$ cat config.mk
export PLATFORM = sky130hd
export DESIGN_NAME = mul_subnorm_finish
export DESIGN_NICKNAME = d
export VERILOG_FILES = /design/src/rtl/ufp_pkg.sv /design/src/rtl/ufp_classify.sv /design/src/rtl/ufp_align.sv /design/src/rtl/ufp_round.sv /design/src/rtl/mul_subnorm_finish.sv
export SDC_FILE = /design/constraint.sdc
export NUM_CORES = 1
export LEC_CHECK = 0
export ABC_AREA = 1
export BUFFER_PORTS_ARGS = -buffer_cell sky130_fd_sc_hd__buf_4
export CAP_MARGIN = 20
export CORE_MARGIN = 5
export CORE_UTILIZATION = 55
export CTS_CLUSTER_DIAMETER = 80
export DETAILED_ROUTE_END_ITERATION = 6
export PLACE_DENSITY = 0.75
export SLEW_MARGIN = 10
export SYNTH_ARGS = -nofsm -noshare
export SYNTH_HDL_FRONTEND = slang
export SYNTH_SLANG_ARGS = --single-unit
$ cat constraint.sdc
create_clock -name clk -period 3.7 [get_ports clk]
set_input_delay 0.37 -clock clk [delete_from_list [all_inputs] [get_ports clk]]
set_output_delay 0.37 -clock clk [all_outputs]
set_load 0.1 [all_outputs]
$ cat src/rtl/ufp_pkg.sv
package ufp_pkg;
  typedef enum logic [2:0] {
    UC_NORMAL      = 3'd0,
    UC_UNIT_LOW    = 3'd1,
    UC_WIDE_LOW    = 3'd2,
    UC_SUB_ALIGNED = 3'd3,
    UC_SUB_RIGHT   = 3'd4,
    UC_SUB_LEFT    = 3'd5
  } ucase_t;
endpackage

$ cat src/rtl/ufp_classify.sv
module ufp_classify #(
  parameter int FRAC_W   = 23,
  parameter int EXP_IN_W = 10
) (
  input  logic [FRAC_W+1:0]          mant,
  input  logic                       guard,
  input  logic                       no_lead,
  input  logic signed [EXP_IN_W-1:0] exp_in,
  output logic [FRAC_W+1:0]          mant_eff,
  output ufp_pkg::ucase_t            ucase,
  output logic                       shl,
  output logic [$clog2(FRAC_W+5)-1:0] amt,
  output logic [EXP_IN_W:0]          eo
);
  import ufp_pkg::*;
  localparam int MANT_W = FRAC_W + 2;
  localparam int SIG_W  = FRAC_W + 1;
  localparam int D_W    = MANT_W + 1;
  localparam int RMAX   = D_W + 1;
  localparam int SH_W   = $clog2(FRAC_W + 5);
  localparam int EO_W   = EXP_IN_W + 1;
  localparam int LZ_W   = $clog2(SIG_W + 2);

  logic below, above, nonpos;
  logic signed [EXP_IN_W:0] ex;
  logic signed [EXP_IN_W:0] lz_x;
  logic [LZ_W-1:0] lz;
  logic [SIG_W:0] dvec;

  function automatic logic [SH_W-1:0] clamp_r(input logic signed [EXP_IN_W:0] k);
    if (k > RMAX) return SH_W'(RMAX);
    return SH_W'(k);
  endfunction

  assign below    = no_lead | ~(mant[MANT_W-1] | mant[MANT_W-2]);
  assign above    = ~below & mant[MANT_W-1];
  assign mant_eff = below ? {2'b00, mant[MANT_W-3:0]} : mant;
  assign ex       = {exp_in[EXP_IN_W-1], exp_in};
  assign nonpos   = (ex <= 0);
  assign dvec     = {mant_eff[SIG_W-1:0], guard};

  always_comb begin
    lz = LZ_W'(SIG_W + 1);
    for (int i = 0; i <= SIG_W; i++) begin
      if (dvec[i]) lz = LZ_W'(SIG_W - i);
    end
  end

  assign lz_x = (EXP_IN_W+1)'(lz);

  always_comb begin
    ucase = UC_NORMAL;
    shl   = 1'b0;
    amt   = '0;
    eo    = '0;
    if (!below) begin
      if (above) begin
        if (ex >= 0) begin
          ucase = UC_NORMAL;
          amt   = SH_W'(1);
          eo    = EO_W'(ex + 1);
        end else begin
          ucase = UC_WIDE_LOW;
          amt   = clamp_r(1 - ex);
        end
      end else if (!nonpos) begin
        ucase = UC_NORMAL;
        eo    = EO_W'(ex);
      end else begin
        ucase = UC_UNIT_LOW;
        amt   = clamp_r(1 - ex);
      end
    end else begin
      if (ex == 0) begin
        ucase = UC_SUB_ALIGNED;
      end else if (ex < 0) begin
        ucase = UC_SUB_RIGHT;
        amt   = clamp_r(-ex);
      end else begin
        ucase = UC_SUB_LEFT;
        shl   = 1'b1;
        if (lz == LZ_W'(SIG_W + 1)) begin
          amt = '0;
        end else if (lz_x <= ex) begin
          amt = SH_W'(lz);
          eo  = EO_W'(ex + 1 - lz_x);
        end else begin
          amt = SH_W'(ex);
        end
      end
    end
  end
endmodule

$ cat src/rtl/ufp_align.sv
module ufp_align #(
  parameter int FRAC_W = 23
) (
  input  logic [FRAC_W+1:0]           mant_eff,
  input  logic                        guard,
  input  logic                        sticky,
  input  logic                        shl,
  input  logic [$clog2(FRAC_W+5)-1:0] amt,
  output logic [FRAC_W:0]             sig,
  output logic                        rnd,
  output logic                        stk,
  output logic                        spill
);
  localparam int MANT_W = FRAC_W + 2;
  localparam int SIG_W  = FRAC_W + 1;
  localparam int D_W    = MANT_W + 1;

  logic [D_W-1:0]   dv;
  logic [2*D_W-1:0] wide;
  logic [D_W-1:0]   lft;

  assign dv   = {mant_eff, guard};
  assign wide = {dv, {D_W{1'b0}}} >> amt;
  assign lft  = dv << amt;

  always_comb begin
    if (shl) begin
      sig   = lft[SIG_W:1];
      rnd   = lft[0];
      stk   = sticky;
      spill = lft[D_W-1];
    end else begin
      sig   = wide[2*D_W-2 -: SIG_W];
      rnd   = wide[D_W];
      stk   = (|wide[D_W-1:0]) | sticky;
      spill = wide[2*D_W-1];
    end
  end
endmodule

$ cat src/rtl/ufp_round.sv
module ufp_round #(
  parameter int FRAC_W   = 23,
  parameter int EXP_IN_W = 10,
  parameter int EF_W     = 8
) (
  input  logic                 sign,
  input  logic [FRAC_W-1:0]    frac,
  input  logic                 rnd,
  input  logic                 stk,
  input  logic [EXP_IN_W:0]    eo,
  output logic [EF_W+FRAC_W:0] result,
  output logic                 uf
);
  localparam int EO_W = EXP_IN_W + 1;
  localparam int P_W  = EO_W + FRAC_W;
  localparam int EMAX = (1 << EF_W) - 1;

  logic           inc;
  logic [P_W-1:0] sum;
  logic [EO_W-1:0] ef;

  assign inc = rnd & (stk | frac[0]);
  assign sum = {eo, frac} + P_W'(inc);
  assign ef  = sum[P_W-1:FRAC_W];

  always_comb begin
    if (ef >= EO_W'(EMAX)) begin
      result = {sign, {EF_W{1'b1}}, {FRAC_W{1'b0}}};
      uf     = 1'b0;
    end else begin
      result = {sign, ef[EF_W-1:0], sum[FRAC_W-1:0]};
      uf     = (ef == '0) & (rnd | stk);
    end
  end
endmodule

$ cat src/rtl/mul_subnorm_finish.sv
module mul_subnorm_finish #(
  parameter int FRAC_W   = 23,
  parameter int EXP_IN_W = 10,
  parameter int EF_W     = 8
) (
  input  logic                       clk,
  input  logic                       rst,
  input  logic                       in_valid,
  input  logic                       in_sign_a,
  input  logic                       in_sign_b,
  input  logic [FRAC_W+1:0]          in_mant,
  input  logic                       in_guard,
  input  logic                       in_sticky,
  input  logic signed [EXP_IN_W-1:0] in_exp,
  input  logic                       in_no_lead,
  output logic                       out_valid,
  output logic [EF_W+FRAC_W:0]       out_result,
  output logic                       out_underflow
);
  import ufp_pkg::*;
  localparam int SIG_W = FRAC_W + 1;
  localparam int SH_W  = $clog2(FRAC_W + 5);
  localparam int EO_W  = EXP_IN_W + 1;
  localparam int OUT_W = 1 + EF_W + FRAC_W;

  logic [FRAC_W+1:0] mant_eff;
  ucase_t            ucase;
  logic              shl, spill;
  logic [SH_W-1:0]   amt;
  logic [EO_W-1:0]   eo;
  logic [SIG_W-1:0]  sig;
  logic              rnd, stk;

  logic              s1_valid, s1_sign, s1_rnd, s1_stk;
  logic [SIG_W-1:0]  s1_sig;
  logic [EO_W-1:0]   s1_eo;
  ucase_t            s1_case;

  logic [OUT_W-1:0]  res_w;
  logic              uf_w;

  ufp_classify #(.FRAC_W(FRAC_W), .EXP_IN_W(EXP_IN_W)) u_classify (
    .mant(in_mant), .guard(in_guard), .no_lead(in_no_lead), .exp_in(in_exp),
    .mant_eff(mant_eff), .ucase(ucase), .shl(shl), .amt(amt), .eo(eo)
  );

  ufp_align #(.FRAC_W(FRAC_W)) u_align (
    .mant_eff(mant_eff), .guard(in_guard), .sticky(in_sticky), .shl(shl),
    .amt(amt), .sig(sig), .rnd(rnd), .stk(stk), .spill(spill)
  );

  always_ff @(posedge clk) begin
    if (rst) begin
      s1_valid <= 1'b0;
      s1_sign  <= 1'b0;
      s1_sig   <= '0;
      s1_rnd   <= 1'b0;
      s1_stk   <= 1'b0;
      s1_eo    <= '0;
      s1_case  <= UC_NORMAL;
    end else begin
      s1_valid <= in_valid;
      if (in_valid) begin
        s1_sign <= in_sign_a ^ in_sign_b;
        s1_sig  <= sig;
        s1_rnd  <= rnd;
        s1_stk  <= stk;
        s1_eo   <= eo;
        s1_case <= ucase;
      end
    end
  end

  ufp_round #(.FRAC_W(FRAC_W), .EXP_IN_W(EXP_IN_W), .EF_W(EF_W)) u_round (
    .sign(s1_sign), .frac(s1_sig[FRAC_W-1:0]), .rnd(s1_rnd), .stk(s1_stk),
    .eo(s1_eo), .result(res_w), .uf(uf_w)
  );

  always_ff @(posedge clk) begin
    if (rst) begin
      out_valid     <= 1'b0;
      out_result    <= '0;
      out_underflow <= 1'b0;
    end else begin
      out_valid <= s1_valid;
      if (s1_valid) begin
        out_result    <= res_w;
        out_underflow <= uf_w;
      end
    end
  end

  AST_STAGE_ONE: assert property (@(posedge clk) disable iff (rst) in_valid |=> s1_valid);
  AST_STAGE_TWO: assert property (@(posedge clk) disable iff (rst) s1_valid |=> out_valid);
  AST_SIGN_XOR: assert property (@(posedge clk) disable iff (rst)
    out_valid |-> out_result[OUT_W-1] == $past(in_sign_a ^ in_sign_b, 2));
  AST_NO_SPILL: assert property (@(posedge clk) disable iff (rst) in_valid |-> !spill);
  AST_HIDDEN_MATCH: assert property (@(posedge clk) disable iff (rst)
    s1_valid |-> ((s1_eo != '0) == s1_sig[SIG_W-1]));
  AST_LEFT_NORMAL_EXP: assert property (@(posedge clk) disable iff (rst)
    s1_valid && s1_case == UC_SUB_LEFT && s1_eo != '0 |-> !s1_rnd);
  AST_UF_TINY: assert property (@(posedge clk) disable iff (rst)
    out_valid && out_underflow |-> out_result[OUT_W-2 -: EF_W] == '0);
  AST_INF_CLEAN: assert property (@(posedge clk) disable iff (rst)
    out_valid && (&out_result[OUT_W-2 -: EF_W]) |-> out_result[FRAC_W-1:0] == '0);
endmodule

==> flow_metrics.py, run 1 <==
metrics = {
    "synthesis": {
        "ys_warn_count": 0,
        "synth_ff_type": "dfxtp_1",
        "syn_area_per_cell_um2": 5.75,
        "synth_nets": 1399,
        "synth.cell_area_um2": 7690,
        "ys_types": 60,
        "syn_inst": 1339,
        "async_reset_ff_frac": 0,
        "seq_area_frac_synth": 0.187,
        "synth-seq-cells": 72,
        "synth_edf_count": 0,
    },
    "floorplan": {
        "rows": 43,
        "die_height_um": 128,
        "initial_core_util": 0.559,
        "die_width_um": 128,
        "ios": 77,
    },
    "cts": {
        "post_cts_resized": 466,
        "root_buffer": "clkbuf_16",
        "cts_setup_buffers": 132,
        "cts_made_buffers": 9,
        "htree_levels": 3,
        "clock_path_buffers": 2,
        "ctsHoldBuffers": 0,
        "cts_sinks": 72,
    },
    "placement": {
        "hpwlAfterDp_mm": 23.9,
        "portBuffers": 76,
        "gp_congestion": 0.991,
    },
    "outcome": {
        "haltStage": "clock tree synthesis",
        "stop_error": "[ERROR DPL-0033] detailed placement checks failed during check placement.",
        "status": "did not finish",
    },
}
## through the flow
| step | util | cell area [um^2] | std cells | setup slack (ns) |
|---|---|---|---|---|
| after floorplan | - | 7700 | 1339 | 0.00322 |
| after global placement | 0.739 | 10200 | 1776 | -0.676 |
| after detailed placement | 0.739 | 10200 | 1776 | -0.964 |
## kinds of logic after synthesis
family,count (synthesis),synth area share
flip-flops,72,0.187
XOR/XNOR,29,0.0330
AO/OA/AOI/OAI,248,0.193
AND/OR/NAND/NOR,758,0.441
buffers and inverters,213,0.114
multiplexers,2,0.00260
adder cells (fa/ha/maj),17,0.0286
## cells in the mapped netlist, drive strengths merged (3+ instances only)
cell type / count / area (um^2)
nand3: 243 / 1230
xor2: 23 / 201
o211ai: 15 / 113
clkbuf: 35 / 131
o41ai: 4 / 35.0
nand4: 23 / 159
clkinv: 5 / 20.0
o31ai: 10 / 80.1
nor2: 106 / 410
nand2: 339 / 1320
ha: 16 / 200
inv: 138 / 518
a31oi: 22 / 144
xnor2: 6 / 52.6
nor3: 23 / 115
o21ai: 113 / 573
nor4: 8 / 50.1
dfxtp: 72 / 1440
nand3b: 3 / 22.5
and2: 7 / 43.8
a211oi: 3 / 22.5
buf: 35 / 210
a21oi: 53 / 269
o21bai: 3 / 33.8
or2: 5 / 31.3
o22ai: 7 / 43.8
a221oi: 5 / 50.0
==> run 2: changes to the inputs <==
--- a/config.mk
+++ b/config.mk
@@ -9,10 +9,9 @@
 export BUFFER_PORTS_ARGS = -buffer_cell sky130_fd_sc_hd__buf_4
 export CAP_MARGIN = 20
 export CORE_MARGIN = 5
-export CORE_UTILIZATION = 55
-export CTS_CLUSTER_DIAMETER = 80
+export CORE_UTILIZATION = 40
 export DETAILED_ROUTE_END_ITERATION = 6
-export PLACE_DENSITY = 0.75
+export PLACE_DENSITY_LB_ADDON = 0.15
 export SLEW_MARGIN = 10
 export SYNTH_ARGS = -nofsm -noshare
 export SYNTH_HDL_FRONTEND = slang
==> constraint.sdc (replaced) <==
create_clock -name clk -period 4.8 [get_ports clk]
set_input_delay 0.48 -clock clk [delete_from_list [all_inputs] [get_ports clk]]
set_output_delay 0.48 -clock clk [all_outputs]
set_load 0.1 [all_outputs]
==> run 2 against run 1 <==
  * The flow now finishes, with violations (design-rule violations)
  * Synthesized area stayed put
  * Synthesized cell count did not move
==> flow_metrics.py, run 2 <==
metrics = {
    "outcome": {
        "status": "finished with violations",
        "violations": "design-rule violations",
    },
    "finish": {
        "largest_register_ffs": 32,
        "area_delta_synth_final_pct": 14.5,
        "multiInputGateArea_um2": 5440,
        "largestRegisters": "out_result: 32 flops, s1_sig: 23 flops, s1_eo: 11 flops",
        "final-seq-area_um2": 1440,
        "layout_common_cells": "nand2_1, nand3_1, inv_1, nor2_1, buf_4",
        "fin_nets": 1439,
        "antenna_cells": 0,
        "largest_register": "out_result",
        "final_common_cell": "nand2_1",
        "post-route-util": 0.468,
        "drive_above_1_share": 0.122,
        "fillers": 2099,
    },
    "power": {
        "power_mw": 2.34,
        "leakagePower_nw": 3.97,
        "vdd_ir_drop_max_mv": 0.147,
        "powerDensity_nw_per_um2": 266,
    },
    "cts": {
        "cts_setup_buffers": 0,
        "cts_tree": "done",
        "root_buffer": "clkbuf_16",
        "cts_made_buffers": 9,
        "clk_pin_slew_ns": 0.06,
        "cts_sinks": 72,
        "insertion_delay_ns": 0.33,
        "htree_levels": 3,
        "clock_path_buffers": 2,
    },
    "drt": {
        "routed_wl_mm": 26.8,
        "post-route-drc-count": 2,
        "routed-via-count": 9186,
        "vias_per_cell": 5.59,
        "dr.pass1.iters": 7,
        "wl_per_cell_um": 16.3,
        "drtIter0Drc": 849,
        "drtAntennaViolNets": 0,
    },
    "floorplan": {
        "die_height_um": 149,
        "die-area_um2": 22100,
        "initial_core_util": 0.409,
        "coreArea_um2": 18800,
        "rows": 50,
        "ios": 77,
        "die_width_um": 149,
    },
    "timing": {
        "finalSetupTns_ns": 0,
        "period_minus_slack_ns": 4.33,
        "slew_viol_final": 0,
        "fin_crit_sh": 0.902,
        "worstMarginPinSlew_ns": 0.837,
        "skew_ns": 0.00781,
        "clock.fmax_mhz": 231,
        "max_slew_margin": 0.438,
        "finalHoldViolCount": 0,
        "setup_viol": 0,
        "whs_ns": 0.410,
        "rsz0062_at_grt": "no",
    },
    "min_path": {
        "hp-class": "in2reg",
        "min_from": "in_sign_a",
    },
    "synthesis": {
        "syn_inst": 1339,
        "synth_most_common_cell": "nand2_1",
        "synth-seq-cells": 72,
        "seq_area_frac_synth": 0.187,
        "synth_ff_type": "dfxtp_1",
        "synth_nets": 1399,
        "syn_area_per_cell_um2": 5.75,
        "yosysTopAreaCell": "dfxtp_1",
        "ys_types": 60,
        "synth_edf_count": 0,
        "ys_warn_count": 0,
        "async_reset_ff_frac": 0,
        "synth.cell_area_um2": 7690,
        "synthTopCellsByCount": "nand2_1, nand3_1, inv_1",
        "synth_top_area_share": 0.187,
        "ys_top_cells_by_area": "dfxtp_1, nand2_1, nand3_1, inv_1, o21ai_0",
    },
    "global_route": {
        "grt_usage": 0.237,
        "grt-ovfl-total": 0,
        "grt_pass1_wl_mm": 43.0,
        "grt_max_degree": 56,
        "antenna_found_initial": 0,
        "grt_pass1_vias": 8238,
    },
    "critical_path": {
        "slowest_stage": "or4_4",
        "arrival_ns": 4.61,
        "path_max_fanout": 4,
        "r2r_setup_slack_ns": 0.47,
        "cpMostUsedCell": "nor2_1",
        "required_ns": 5.07,
        "endpoint_kind": "flop",
        "cp-startpoint": "s1_stk$_SDFFE_PP0P_",
        "critPathKind": "reg2reg",
        "timing.rr.start": "s1_stk$_SDFFE_PP0P_",
        "start_kind": "flop",
        "cpPeakStageDelay_ns": 0.48,
    },
    "placement": {
        "hpwlAfterDp_mm": 21.1,
        "portBuffers": 76,
        "gp_congestion": 0.986,
    },
    "run": {
        "cap_viol_max_count": 0,
    },
}
## run 2: cells by family after synthesis
kind of cell | share of synthesized area
xor+xnor | 0.0330
simple gates | 0.441
buf+inv | 0.114
flops | 0.187
mux | 0.00260
compound gates | 0.193
fa+ha+maj | 0.0286
## run 2: per-stage QoR
stage / setup WS (ns) / instance area (um^2) / instances
finish: 0.468 / 8810 / 1643
CTS: 0.149 / 8740 / 1643
global route: 0.00646 / 8810 / 1643
detailed placement: 0.0269 / 8470 / 1628
global placement: 0.0530 / 8470 / 1628
floorplan: 1.01 / 7690 / 1339
## run 2: routing by layer
layer	GRT usage	vias up	part of all wire
li1	-	4616	-
met1	0.350	4175	0.47
met2	0.356	345	0.43
met3	0.0305	50	0.068
met4	0.0734	0	0.027
met5	0	-	0
## run 2: power breakdown
part / internal [mW] / switching [mW] / total, mW
clock: 0.360 / 0.258 / 0.618
sequential: 0.634 / 0.0330 / 0.667
combinational: 0.318 / 0.738 / 1.06
## run 2: what timing repair did
action | 4_1_cts | 5_1_grt
resized for setup | 0 | 19
setup endpoints to repair | 0 | 34
hold endpoints to repair | 0 | 0
hold buffers | 0 | 0
## run 2: path summary, 6_finish.rpt
path / endpoint / cells past startpoint
worst min register to register: s1_sign$_SDFFE_PP0P_ / 2
worst max register to register: out_underflow$_SDFFE_PP0P_ / 31
worst min-delay path: s1_sign$_SDFFE_PP0P_ / 3
worst max-delay path: out_underflow$_SDFFE_PP0P_ / 31
## run 2: final cells by class
cell class / count / share of cell area
clock buffers: 10 / 0.0271
clock inverters: 5 / 0.00384
inverters: 143 / 0.0611
multi-input cells: 1054 / 0.617
flip-flops and latches: 72 / 0.164
well taps: 260 / 0.0369
repair buffers: 99 / 0.0901
## run 2: critical path, delay by kind of cell, from the launching register on
family          cells  cell delay (ns)
simple gates       19             2.83
buf+inv             8             0.54
flops               1             0.38
fa+ha+maj           2             0.36
xor+xnor            1             0.10
compound gates      1             0.07
(Power assumes the default switching activity.)
==> run 3: changes to the inputs <==
==> constraint.sdc (replaced) <==
create_clock -name clk -period 4.8 [get_ports clk]
set_input_delay 0.72 -clock clk [delete_from_list [all_inputs] [get_ports clk]]
set_output_delay 0.72 -clock clk [all_outputs]
set_load 0.1 [all_outputs]
==> run 3 against run 2 <==
  * The run now ends clean
  * Utilization rose by 3.7 points
  * Critical path type is now in2reg
  * Highest routed layer unchanged
  * Critical path depth increased by 15
  * Count of clock-buffer cells in the layout unchanged
  * Clock skew shrank 0.0028 ns
  * Clock power decreased by 4.5%
  * Fmax is 0.43% lower
  * Sequential share of layout area decreased by 1.2 points
  * Routed wire length up 6.0%
  * Global-route usage rose by 1.1 points
  * Final area up 7.9%
  * Register-to-register slack barely moved
  * Power up 6.0%
==> flow_metrics.py, run 3 (synthesis gave the netlist of run 2 again) <==
metrics = {
    "outcome": {
        "status": "complete, no violations",
    },
    "min_path": {
        "hp-class": "reg2reg",
        "min_from": "s1_sign$_SDFFE_PP0P_",
    },
    "cts": {
        "cts_tree": "done",
        "htree_levels": 3,
        "cts_made_buffers": 9,
        "cts_sinks": 72,
        "clk_pin_slew_ns": 0.06,
        "clock_path_buffers": 2,
        "root_buffer": "clkbuf_16",
        "insertion_delay_ns": 0.34,
    },
    "finish": {
        "largest_register_ffs": 32,
        "fillers": 2085,
        "largestRegisters": "out_result: 32 flops, s1_sig: 23 flops, s1_eo: 11 flops",
        "final_common_cell": "nand2_1",
        "instances_no_fill": 1710,
        "largest_register": "out_result",
        "layout_common_cells": "nand2_1, nand3_1, buf_4, inv_1, nor2_1",
        "drive_above_1_share": 0.172,
        "area_delta_synth_final_pct": 23.5,
        "fin_nets": 1507,
        "antenna_cells": 0,
        "postLayoutCellArea_um2": 9510,
    },
    "drt": {
        "dr.pass1.iters": 6,
        "routed_wl_mm": 28.4,
        "drtAntennaViolNets": 0,
        "routed-via-count": 9470,
        "vias_per_cell": 5.54,
        "post-route-drc-count": 0,
        "drtIter0Drc": 843,
        "wl_per_cell_um": 16.6,
    },
    "timing": {
        "whs_ns": 0.475,
        "clock.fmax_mhz": 230,
        "worstMarginPinSlew_ns": 1.10,
        "fin_crit_sh": 0.906,
        "period_minus_slack_ns": 4.35,
        "finalHoldViolCount": 0,
        "slew_viol_final": 0,
        "setup_viol": 0,
        "skew_ns": 0.00499,
        "max_slew_margin": 0.261,
        "rsz0062_at_grt": "yes",
    },
    "floorplan": {
        "die-area_um2": 22100,
        "initial_core_util": 0.409,
        "rows": 50,
        "die_width_um": 149,
        "die_height_um": 149,
        "coreArea_um2": 18800,
        "ios": 77,
    },
    "global_route": {
        "grt-ovfl-total": 0,
        "grt_pass1_wl_mm": 44.9,
        "antenna_found_initial": 0,
        "grt_max_degree": 53,
        "grt_pass1_vias": 8604,
        "grt_usage": 0.248,
    },
    "placement": {
        "gp_congestion": 0.961,
        "placedInstanceArea_um2": 8970,
        "place_inst": 1689,
        "hpwlAfterDp_mm": 22.3,
        "portBuffers": 76,
    },
    "critical_path": {
        "start_kind": "primary input",
        "cpPeakStageDelay_ns": 0.18,
        "cpMostUsedCell": "nand2_1",
        "endpoint_kind": "flop",
        "arrival_ns": 4.56,
        "critPathKind": "in2reg",
        "path_max_fanout": 13,
        "slowest_stage": "clkbuf_16",
        "required_ns": 5.01,
        "cp-startpoint": "in_mant[1]",
        "timing.rr.start": "s1_stk$_SDFFE_PP0P_",
    },
    "power": {
        "swShare": 0.433,
        "powerDensity_nw_per_um2": 261,
        "power_switching_mw": 1.07,
        "combPwrFrac": 0.494,
        "p_int_mw": 1.41,
        "vdd_ir_drop_max_mv": 0.178,
        "pwr-share-seq": 0.268,
        "leakagePower_nw": 4.36,
        "pwr-share-clk": 0.238,
    },
    "run": {
        "cap_viol_max_count": 0,
    },
}
run 3: cell count changes in the layout (fill, tap and decap cells not counted), moves of 2 or more:
cell        previous run  this run
clkbuf_16              9        12
nand2_2                6        12
nand2_8                0         2
nor2_1                96        98
clkinvlp_4             2         0
nand2_1              328       321
buf_12                 4         7
nor2_2                10         8
buf_6                  0         4
nand3_2                5        16
buf_4                 95       151
nand3_1              238       227
run 3: metrics by stage:
step	worst slack [ns]	TNS, ns	total power [mW]	util
2_1_floorplan	0.806	0	1.42	-
3_3_place_gp	0.0804	0	1.83	0.476
3_5_place_dp	0.0639	0	1.82	0.476
4_1_cts	0.280	0	2.41	0.490
5_1_grt	-0.0629	-0.0696	2.63	0.505
6_report	0.450	0	2.48	0.505
run 3: critical path: cells and delay by family:
family,cells,cell delay [ns]
AOI/OAI and AO/OA,7,0.81
and+or+nand+nor,30,1.71
adders and majority gates,1,0.17
buffers and inverters,8,1.14
run 3: cell type report:
class | instances | area (um^2) | area share
multi-input cells | 1055 | 5530 | 0.582
flip-flops and latches | 72 | 1440 | 0.152
repair buffers | 166 | 1410 | 0.148
inverters | 143 | 543 | 0.0571
well taps | 260 | 325 | 0.0342
clock buffers | 10 | 229 | 0.0241
clock inverters | 4 | 23.8 | 0.00250
run 3: what timing repair did:
item / in CTS / in global routing
setup endpoints to repair: 0 / 32
gates resized for setup: 0 / 44
hold buffers: 0 / 0
setup buffers: 0 / 2
run 3: worst paths after layout:
path,to,slack (ns),cells past startpoint
min reg2reg,out_result[31]$_SDFFE_PP0P_,0.48,2
min,out_result[31]$_SDFFE_PP0P_,0.48,2
max reg2reg,out_underflow$_SDFFE_PP0P_,0.48,32
max,s1_sig[12]$_SDFFE_PP0P_,0.45,46
run 3: routing by layer:
metal,wire (um),GRT usage,vias up,part of all wire
met5,0,0,-,0
met3,1720,0.0256,31,0.061
met4,544,0.0693,0,0.019
met1,13500,0.364,4336,0.47
li1,-,-,4763,-
met2,12700,0.385,340,0.45
run 3: power groups by stage:
stage / registers (mW) / logic (mW) / clock network [mW]
2_1_floorplan: 0.741 / 0.680 / 0
3_3_place_gp: 0.677 / 1.15 / 0
3_5_place_dp: 0.677 / 1.15 / 0
4_1_cts: 0.665 / 1.15 / 0.596
5_1_grt: 0.669 / 1.34 / 0.623
6_report: 0.665 / 1.23 / 0.590
==> run 4: changes to the inputs <==
--- a/config.mk
+++ b/config.mk
@@ -8,7 +8,7 @@
 export ABC_AREA = 1
 export BUFFER_PORTS_ARGS = -buffer_cell sky130_fd_sc_hd__buf_4
 export CAP_MARGIN = 20
-export CORE_MARGIN = 5
+export CORE_MARGIN = 3
 export CORE_UTILIZATION = 40
 export DETAILED_ROUTE_END_ITERATION = 6
 export PLACE_DENSITY_LB_ADDON = 0.15
==> run 4 against run 3 <==
  * Count of clock-buffer cells in the layout stayed put
  * Non-clock buffer count shrank 32
  * Power increased by 2.1%
  * Clock power rose by 13%
  * Sequential share of layout area about the same
  * Final area barely moved
  * Worst setup slack worse by 0.063 ns
  * Routed wire length down 1.5%
  * Critical path type unchanged
  * Utilization about the same
==> flow_metrics.py, run 4 (synthesis gave the netlist of run 2 again) <==
metrics = {
    "power": {
        "powerDensity_nw_per_um2": 267,
        "power_mw": 2.53,
        "vdd_ir_drop_max_mv": 0.156,
        "leakagePower_nw": 4.29,
    },
    "cts": {
        "htree_levels": 3,
        "root_buffer": "clkbuf_16",
        "clk_pin_slew_ns": 0.06,
        "cts_tree": "done",
        "clock_path_buffers": 2,
        "insertion_delay_ns": 0.33,
        "cts_made_buffers": 9,
        "ctsHoldBuffers": 0,
        "cts_sinks": 72,
    },
    "run": {
        "cap_viol_max_count": 0,
    },
    "global_route": {
        "grt-ovfl-total": 0,
        "grt_usage": 0.255,
        "grt_max_degree": 56,
        "grt_pass1_vias": 8354,
        "grt_pass1_wl_mm": 43.1,
        "antenna_found_initial": 0,
    },
    "critical_path": {
        "critPathKind": "in2reg",
        "path_max_fanout": 14,
        "endpoint_kind": "flop",
        "cpPeakStageDelay_ns": 0.29,
        "arrival_ns": 4.62,
        "required_ns": 5.01,
        "cpMostUsedCell": "nand2_1",
        "r2r_setup_slack_ns": 0.52,
        "slowest_stage": "o21ai_2",
        "start_kind": "primary input",
    },
    "timing": {
        "max_slew_margin": 0.302,
        "setup_ws_ns": 0.387,
        "slew_viol_final": 0,
        "setup_viol": 0,
        "period_minus_slack_ns": 4.41,
        "worstMarginPinSlew_ns": 1.04,
        "rsz0062_at_grt": "yes",
        "skew_ns": 0.00495,
        "finalHoldViolCount": 0,
        "clock.fmax_mhz": 227,
        "fin_crit_sh": 0.919,
    },
    "drt": {
        "routed-via-count": 9440,
        "dr_wl_met3_mm": 1.84,
        "routed_wl_mm": 28.0,
        "drtIter0Drc": 955,
        "wl_met2_mm": 12.4,
        "post-route-drc-count": 0,
        "m1WireLength_mm": 13.0,
        "wl_per_cell_um": 16.7,
        "highest_layer": "met4",
        "vias_per_cell": 5.62,
        "dr.pass1.iters": 6,
        "drtAntennaViolNets": 0,
    },
    "finish": {
        "postLayoutCellArea_um2": 9500,
        "largestRegisters": "out_result: 32 flops, s1_sig: 23 flops, s1_eo: 11 flops",
        "post-route-util": 0.504,
        "drive_above_1_share": 0.179,
        "final_common_cell": "nand2_1",
        "largest_register_ffs": 32,
        "fin_nets": 1477,
        "area_delta_synth_final_pct": 23.5,
        "layout_common_cells": "nand2_1, nand3_1, inv_1, buf_4, nor2_1",
        "antenna_cells": 0,
        "largest_register": "out_result",
    },
    "placement": {
        "gp_congestion": 0.983,
        "place_ws_ns": 0.0165,
        "hpwlAfterDp_mm": 21.3,
        "placedInstanceArea_um2": 8680,
        "portBuffers": 76,
    },
    "floorplan": {
        "die-area_um2": 20900,
        "rows": 50,
        "die_width_um": 145,
        "die_height_um": 145,
        "initial_core_util": 0.409,
        "ios": 77,
        "coreArea_um2": 18800,
    },
    "min_path": {
        "hp-class": "reg2reg",
    },
    "outcome": {
        "status": "complete, no violations",
    },
}
-- run 4: changes by cell type in the layout (fill, tap and decap cells not counted), sizes merged, moves of 2 or more --
cell	change
inv	+2
clkinv	-3
buf	-33
nand2	+2
-- run 4: final timing paths --
kind | startpoint | cells after the start | to
worst max-delay path | in_mant[0] | 45 | s1_sig[15]$_SDFFE_PP0P_
worst min-delay path | s1_sign$_SDFFE_PP0P_ | 2 | out_result[31]$_SDFFE_PP0P_
worst min register to register | s1_sign$_SDFFE_PP0P_ | 2 | out_result[31]$_SDFFE_PP0P_
worst max register to register | s1_stk$_SDFFE_PP0P_ | 28 | out_result[14]$_SDFFE_PP0P_
-- run 4: area by class of cell --
cell class / instances / area, um^2
flip-flops and latches: 72 / 1440
clock inverters: 5 / 56.3
well taps: 260 / 325
multi-input cells: 1057 / 5700
clock buffers: 10 / 239
inverters: 143 / 546
repair buffers: 134 / 1190
fillers: 2081 / 9330
-- run 4: metal layers --
metal / vias to the layer above / track usage
li1: 4699 / -
met1: 4335 / 0.370
met2: 354 / 0.397
met3: 52 / 0.0332
met4: 0 / 0.0717
met5: - / 0
-- run 4: repair_timing --
| action | in CTS | in global routing |
|---|---|---|
| setup endpoints to repair | 0 | 33 |
| endpoints found under the hold margin | 0 | 0 |
| resized for setup | 0 | 88 |
| buffers inserted | 0 | 7 |
-- run 4: critical path: cells and delay by family --
kind / cells / cell delay [ns]
and+or+nand+nor: 32 / 2.17
AOI/OAI and AO/OA: 8 / 1.15
buffers and inverters: 4 / 0.37
adders and majority gates: 1 / 0.19
-- run 4: report_power, final --
part           total [mW]  switching, mW  internal, mW
registers           0.665         0.0314         0.634
clock network       0.668          0.255         0.413
logic                1.20          0.798         0.402
total                2.53           1.08          1.45
-- run 4: per-stage QoR --
stage	setup TNS (ns)	hold WS, ns	instances
floorplan	0	0.450	1339
global placement	0	0.467	1651
detailed placement	0	0.472	1651
CTS	0	0.483	1666
global route	-0.169	0.509	1681
finish	0	0.477	1681
